**config.mk**
```make
export PLATFORM = sky130hd
export DESIGN_NAME = shiftadd_mant_mul
export DESIGN_NICKNAME = d
export VERILOG_FILES = /design/src/rtl/sam_pkg.sv /design/src/rtl/sam_seq.sv /design/src/rtl/sam_acc.sv /design/src/rtl/shiftadd_mant_mul.sv
export SDC_FILE = /design/constraint.sdc
export NUM_CORES = 1
export LEC_CHECK = 0
export BUFFER_PORTS_ARGS = -buffer_cell sky130_fd_sc_hd__buf_2
export CAP_MARGIN = 30
export CORE_MARGIN = 3
export CORE_UTILIZATION = 40
export CTS_BUF_LIST = sky130_fd_sc_hd__clkbuf_4 sky130_fd_sc_hd__clkbuf_8
export CTS_CLUSTER_SIZE = 24
export DETAILED_ROUTE_END_ITERATION = 16
export MAX_ROUTING_LAYER = met4
export PLACE_DENSITY = 0.63
export SKIP_LAST_GASP = 1
export SYNTH_ARGS = -nofsm -noshare
export SYNTH_HDL_FRONTEND = slang
export SYNTH_HIERARCHICAL = 1
export SYNTH_SLANG_ARGS = --single-unit
```
**constraint.sdc**
```tcl
create_clock -name clk -period 18.45 [get_ports clk]
set_clock_uncertainty 0.05 [all_clocks]
set_input_delay 1.845 -clock clk [delete_from_list [all_inputs] [get_ports clk]]
set_output_delay 1.845 -clock clk [all_outputs]
set_load 0.01 [all_outputs]
```
**src/rtl/sam_pkg.sv**
```systemverilog
package sam_pkg;

    // Controller state
    typedef enum logic {
        ST_IDLE = 1'b0,
        ST_RUN  = 1'b1
    } st_e;

    // Accumulator operation for the current cycle
    typedef enum logic [1:0] {
        OP_NONE = 2'd0,
        OP_STEP = 2'd1,
        OP_SKIP = 2'd2
    } op_e;

    typedef struct packed {
        op_e  op;
        logic add;
    } ctl_t;

endpackage

```
**src/rtl/sam_seq.sv**
```systemverilog
module sam_seq
    import sam_pkg::*;
#(
    parameter int WORD_W = 32,
    parameter int NWORDS = 4,
    parameter int GUARD  = 2
) (
    input  logic                       clk,
    input  logic                       rst,
    input  logic                       start,
    input  logic [WORD_W*NWORDS-1:0]   y_in,
    output logic                       busy,
    output logic                       done,
    output logic                       load,
    output ctl_t                       ctl
);
    localparam int WI_W = (NWORDS > 1) ? $clog2(NWORDS) : 1;
    localparam int BI_W = $clog2(WORD_W);
    localparam logic [WI_W-1:0] TOP_W   = WI_W'(NWORDS - 1);
    localparam logic [BI_W-1:0] FIRST_B = BI_W'(GUARD);
    localparam logic [BI_W-1:0] LAST_B  = BI_W'(WORD_W - 1);

    st_e                            st_q;
    logic [NWORDS-1:0][WORD_W-1:0]  y_q;
    logic [WI_W-1:0]                w_q;
    logic [BI_W-1:0]                b_q;
    logic                           done_q;

    logic [WORD_W-1:0] cur;
    logic word_start, skip, above_zero, is_top, last;

    always_comb begin
        cur        = y_q[w_q];
        word_start = (w_q == '0) ? (b_q == FIRST_B) : (b_q == '0);
        skip       = word_start && (cur == '0);
        above_zero = ((cur >> b_q) >> 1) == '0;
        is_top     = (w_q == TOP_W);
        last       = is_top && (skip || above_zero);
        ctl.op     = OP_NONE;
        ctl.add    = 1'b0;
        if (st_q == ST_RUN) begin
            ctl.op  = skip ? OP_SKIP : OP_STEP;
            ctl.add = !skip && cur[b_q];
        end
    end

    assign load = start && (st_q == ST_IDLE);
    assign busy = (st_q == ST_RUN);
    assign done = done_q;

    always_ff @(posedge clk) begin
        if (rst) begin
            st_q   <= ST_IDLE;
            y_q    <= '0;
            w_q    <= '0;
            b_q    <= '0;
            done_q <= 1'b0;
        end else begin
            done_q <= 1'b0;
            if (load) begin
                y_q  <= y_in;
                w_q  <= '0;
                b_q  <= FIRST_B;
                st_q <= ST_RUN;
            end else if (st_q == ST_RUN) begin
                if (last) begin
                    st_q   <= ST_IDLE;
                    done_q <= 1'b1;
                end else if (skip || b_q == LAST_B) begin
                    w_q <= w_q + 1'b1;
                    b_q <= '0;
                end else begin
                    b_q <= b_q + 1'b1;
                end
            end
        end
    end

    AST_DONE_PULSE: assert property (@(posedge clk) disable iff (rst)
        done |=> !done);

    AST_START_IGNORED: assert property (@(posedge clk) disable iff (rst)
        (st_q == ST_RUN && start && !last) |=> (st_q == ST_RUN && $stable(y_q)));

    AST_TOP_NOT_SKIPPED: assert property (@(posedge clk) disable iff (rst)
        (st_q == ST_RUN && is_top) |-> !skip);

    AST_GUARD_ZERO: assert property (@(posedge clk) disable iff (rst)
        load |-> (y_in[GUARD-1:0] == '0));

endmodule

```
**src/rtl/sam_acc.sv**
```systemverilog
module sam_acc
    import sam_pkg::*;
#(
    parameter int WORD_W = 32,
    parameter int NWORDS = 4
) (
    input  logic                       clk,
    input  logic                       rst,
    input  logic                       load,
    input  logic [WORD_W*NWORDS-1:0]   x_in,
    input  ctl_t                       ctl,
    output logic [WORD_W*NWORDS-1:0]   acc,
    output logic                       sticky
);
    localparam int MANT_W = WORD_W * NWORDS;

    logic [MANT_W-1:0] x_q, acc_q, addend, half;
    logic              stk_q;
    logic [MANT_W:0]   sum;

    always_comb begin
        addend = ctl.add ? x_q : '0;
        half   = acc_q >> 1;
        sum    = {1'b0, half} + {1'b0, addend};
    end

    always_ff @(posedge clk) begin
        if (rst) begin
            x_q   <= '0;
            acc_q <= '0;
            stk_q <= 1'b0;
        end else if (load) begin
            x_q   <= x_in;
            acc_q <= '0;
            stk_q <= 1'b0;
        end else begin
            case (ctl.op)
                OP_STEP: begin
                    acc_q <= sum[MANT_W-1:0];
                    stk_q <= stk_q | acc_q[0];
                end
                OP_SKIP: begin
                    acc_q <= acc_q >> WORD_W;
                    stk_q <= stk_q | (|acc_q[WORD_W-1:0]);
                end
                default: ;
            endcase
        end
    end

    assign acc    = acc_q;
    assign sticky = stk_q;

    AST_NO_OVERFLOW: assert property (@(posedge clk) disable iff (rst)
        (ctl.op == OP_STEP) |-> !sum[MANT_W]);

    AST_SKIP_ZERO_FILL: assert property (@(posedge clk) disable iff (rst)
        (ctl.op == OP_SKIP && !load) |=> (acc_q[MANT_W-1 -: WORD_W] == '0));

    AST_STICKY_KEEPS: assert property (@(posedge clk) disable iff (rst)
        (ctl.op != OP_NONE && stk_q && !load) |=> stk_q);

endmodule

```
**src/rtl/shiftadd_mant_mul.sv**
```systemverilog
module shiftadd_mant_mul
    import sam_pkg::*;
#(
    parameter int WORD_W   = 32,
    parameter int NWORDS   = 4,
    parameter int GUARD    = 2,
    parameter int LEAD_POS = 18
) (
    input  logic                      clk,
    input  logic                      rst,
    input  logic                      start,
    input  logic [WORD_W*NWORDS-1:0]  x_mant,
    input  logic [WORD_W*NWORDS-1:0]  y_mant,
    output logic                      busy,
    output logic                      done,
    output logic [WORD_W*NWORDS-1:0]  prod,
    output logic                      sticky
);
    localparam int MANT_W  = WORD_W * NWORDS;
    localparam int LEAD_G  = MANT_W - WORD_W + LEAD_POS;

    ctl_t ctl;
    logic load;

    sam_seq #(.WORD_W(WORD_W), .NWORDS(NWORDS), .GUARD(GUARD)) u_seq (
        .clk   (clk),
        .rst   (rst),
        .start (start),
        .y_in  (y_mant),
        .busy  (busy),
        .done  (done),
        .load  (load),
        .ctl   (ctl)
    );

    sam_acc #(.WORD_W(WORD_W), .NWORDS(NWORDS)) u_acc (
        .clk    (clk),
        .rst    (rst),
        .load   (load),
        .x_in   (x_mant),
        .ctl    (ctl),
        .acc    (prod),
        .sticky (sticky)
    );

    AST_Y_NORMALIZED: assert property (@(posedge clk) disable iff (rst)
        (start && !busy) |-> ((y_mant >> LEAD_POS_SHIFT()) == 1));

    AST_BELOW_FOUR: assert property (@(posedge clk) disable iff (rst)
        done |-> ((prod >> (LEAD_G + 2)) == '0));

    AST_DONE_IDLE: assert property (@(posedge clk) disable iff (rst)
        done |-> !busy);

    AST_RESULT_HELD: assert property (@(posedge clk) disable iff (rst)
        (!busy && !start) |=> ($stable(prod) && $stable(sticky)));

    function automatic int LEAD_POS_SHIFT();
        return LEAD_G;
    endfunction

endmodule

```
==> flow_metrics.tcl <==
set metrics [dict create \
    worstPathMaxFanout 80 \
    io_buffers 389 \
    vias 26500 \
    fin_crit_sh_pct 42.6 \
    core_mm2 0.0652 \
    drtAntennaViolNets 0 \
    synth_area_leaders "dfxtp_1, a21oi_1, mux2i_1" \
    drtIter0Drc 2564 \
    place_congestion 0.982 \
    arrival_ns 8.34 \
    max_freq_mhz 127 \
    synth_edf_count 0 \
    yosysMostFrequentCell "nand2_1" \
    crit_buf_inv 3 \
    first_pass_iters 6 \
    grt_antenna_before_repair 6 \
    ir_drop_v 0.0000456 \
    critPathLaunchType "flop" \
    r2r_slack_ns 10.59 \
    cts_tree "done" \
    seq_area_frac_synth_pct 29.6 \
    area.sequential_mm2 0.00789 \
    hold_start "u_seq/y_q[40]" \
    worstSkewPairLatency_ns 0.69 \
    dp_slack_ns 10.78 \
    die_height_um 264 \
    syn_area_per_cell_um2 7.73 \
    io_pins 390 \
    min_period_ns 7.86 \
    htree_levels 3 \
    r2r_start "u_seq/w_q[0]" \
    syn_nets 3838 \
    status "finished, final reports clean" \
    cts_resized 0 \
    drive_gt1_share_pct 17.2 \
    synth_common_cells "nand2_1, a21oi_1, dfxtp_1" \
    fill_cells 6708 \
    drc 0 \
    die_w_um 264 \
    crit_type "flop to flop" \
    gr-total-overflow 0 \
    fin_cells 4591 \
    tns_ns 0 \
    cts_buffers 75 \
    min_to "u_seq/y_q[40]" \
    multiInputGateArea_mm2 0.0175 \
    maxCapViolations 0 \
    worst_path_max_delay_cell "dfxtp_4" \
    wl_mm 101 \
    holdBufCountCts 0 \
    power_density_mw_per_mm2 77.5 \
    synth_ff_type "dfxtp_1" \
    nets 4069 \
    dieArea_mm2 0.0697 \
    grt_max_degree 129 \
    cts_buffer_depth 3 \
    rsz0062_at_grt "no" \
    fp-row-count 93 \
    relSlewSlack_pct 32.8 \
    initial_core_util_pct 40.8 \
    power.leakage_nw 13.1 \
    dp_hpwl_mm 76.3 \
    hold_depth 2 \
    post-place-cells 4452 \
    async_reset_ff_share_pct 0 \
    finalHoldViolations 0 \
    end_kind "flop" \
    cp.depth 25 \
    hp-class "flop to flop" \
    areaGrowthSynthToFinish_pct 14.8 \
    netlist.area_leader.share_pct 29.6 \
    grt_usage_pct 28.4 \
    cts_setup_buffers 0 \
    cts_sinks 394 \
    vias_per_cell 5.78 \
    cts-root-buf "clkbuf_8" \
    grt_pass1_wl_mm 151 \
    syn_inst 3444 \
    critical_path.top_delay_family "simple AND/OR/NAND/NOR gates" \
    clk_pin_slew_ns 0.06 \
    max_stage_delay_ns 0.71 \
    yosysTopAreaCell "dfxtp_1" \
    synthesis.area_mm2 0.0266 \
    synth-seq-cells 394 \
    ys_types 106 \
    grt_pass1_vias 25000 \
    slew_viol_final 0 \
    synth_warnings 6 \
    crit_required_ns 18.93 \
    r2r_end "u_acc/acc[126]" \
    tightest_slew_ns 1.01 \
    reg2reg_depth 25 \
    fin_ws_ns 10.59 \
    avgRoutedWirePerCell_um 22.0 \
    setup-violations-final 0 \
]
## sequential cells by signal, indices dropped and copies added (netlist names)
register,count
u_seq/y_q,128
u_acc/sticky,1
u_seq/b_q,5
u_acc/acc,128
u_seq/w_q,2
u_seq/busy,1
u_seq/done,1
u_acc/x_q,128
## tightest hold or removal path, cell delays in order (launching register included)
cell and delay, ns:
dfxtp_1 0.31, nand2_1 0.05, a21oi_1 0.05
## cell usage in the layout (no fill, tap or decap), types with 42 or more instances in the layout
| cell | instances |
|---|---|
| a21o_1 | 75 |
| a21oi_1 | 405 |
| and2_1 | 143 |
| buf_2 | 389 |
| clkbuf_8 | 89 |
| dfxtp_1 | 393 |
| ha_1 | 133 |
| inv_1 | 57 |
| mux2i_1 | 187 |
| nand2_1 | 477 |
| nand4_1 | 73 |
| nor2_1 | 332 |
| o21ai_0 | 183 |
| o21ai_1 | 51 |
| o21bai_1 | 42 |
| xnor2_1 | 71 |
| xor2_1 | 48 |
## layout make-up
class / instances / area share (%)
Timing Repair Buffer: 410 / 6.98
Sequential cell: 394 / 25.8
Tap cell: 855 / 3.50
Clock inverter: 27 / 1.29
Inverter: 61 / 0.778
Multi-Input combinational cell: 2733 / 57.2
Antenna cell: 5 / 0.0410
Clock buffer: 106 / 4.41
## report_power, final
| group | switching, mW | total [mW] | internal (mW) |
|---|---|---|---|
| logic | 0.244 | 0.397 | 0.153 |
| registers | 0.0568 | 0.959 | 0.902 |
| clock network | 0.412 | 1.01 | 0.602 |
## worst max-delay path by stage
| stage | startpoint | endpoint | slack, ns |
|---|---|---|---|
| after floorplan | u_seq/w_q[0] | u_acc/acc[126] | 12.63 |
| after global placement | u_seq/w_q[0] | u_acc/acc[126] | 10.73 |
| after detailed placement | u_seq/w_q[0] | u_acc/acc[126] | 10.78 |
| after CTS | u_seq/w_q[0] | u_acc/acc[126] | 10.71 |
| after global routing | u_seq/w_q[0] | u_acc/acc[116] | 10.18 |
| final | u_seq/w_q[0] | u_acc/acc[126] | 10.59 |
## cells by family (layout without fill, tap and decap cells)
group | Yosys count | count (layout) | share of synthesized area (%)
other | 0 | 5 | 0
xor gates and xnor gates | 119 | 119 | 3.92
AOI/OAI and AO/OA | 1012 | 1012 | 23.4
and+or+nand+nor | 1229 | 1229 | 21.3
buffers and inverters | 317 | 604 | 4.89
DFF | 394 | 394 | 29.6
adders and majority gates | 135 | 135 | 6.37
muxes | 238 | 238 | 10.4
## metal layers
layer	vias to the layer above	GRT usage, %	wire (µm)
met4	0	10.5	3800
li1	12800	-	-
met1	12500	37.9	45100
met2	1069	42.1	44200
met5	-	-	0
met3	214	6.19	7860
## stage by stage
stage               cell area [µm²]  power, mW  hold WS (ns)  util (%)
floorplan                     26600       1.21         0.383         -
global placement              28800       1.36         0.394      44.1
detailed placement            28800       1.37         0.397      44.1
CTS                           30500       2.39         0.404      46.8
global route                  30500       2.47         0.429      46.9
finish                        30500       2.37         0.402      46.9
Note: power is estimated with default switching activity, not from simulation.
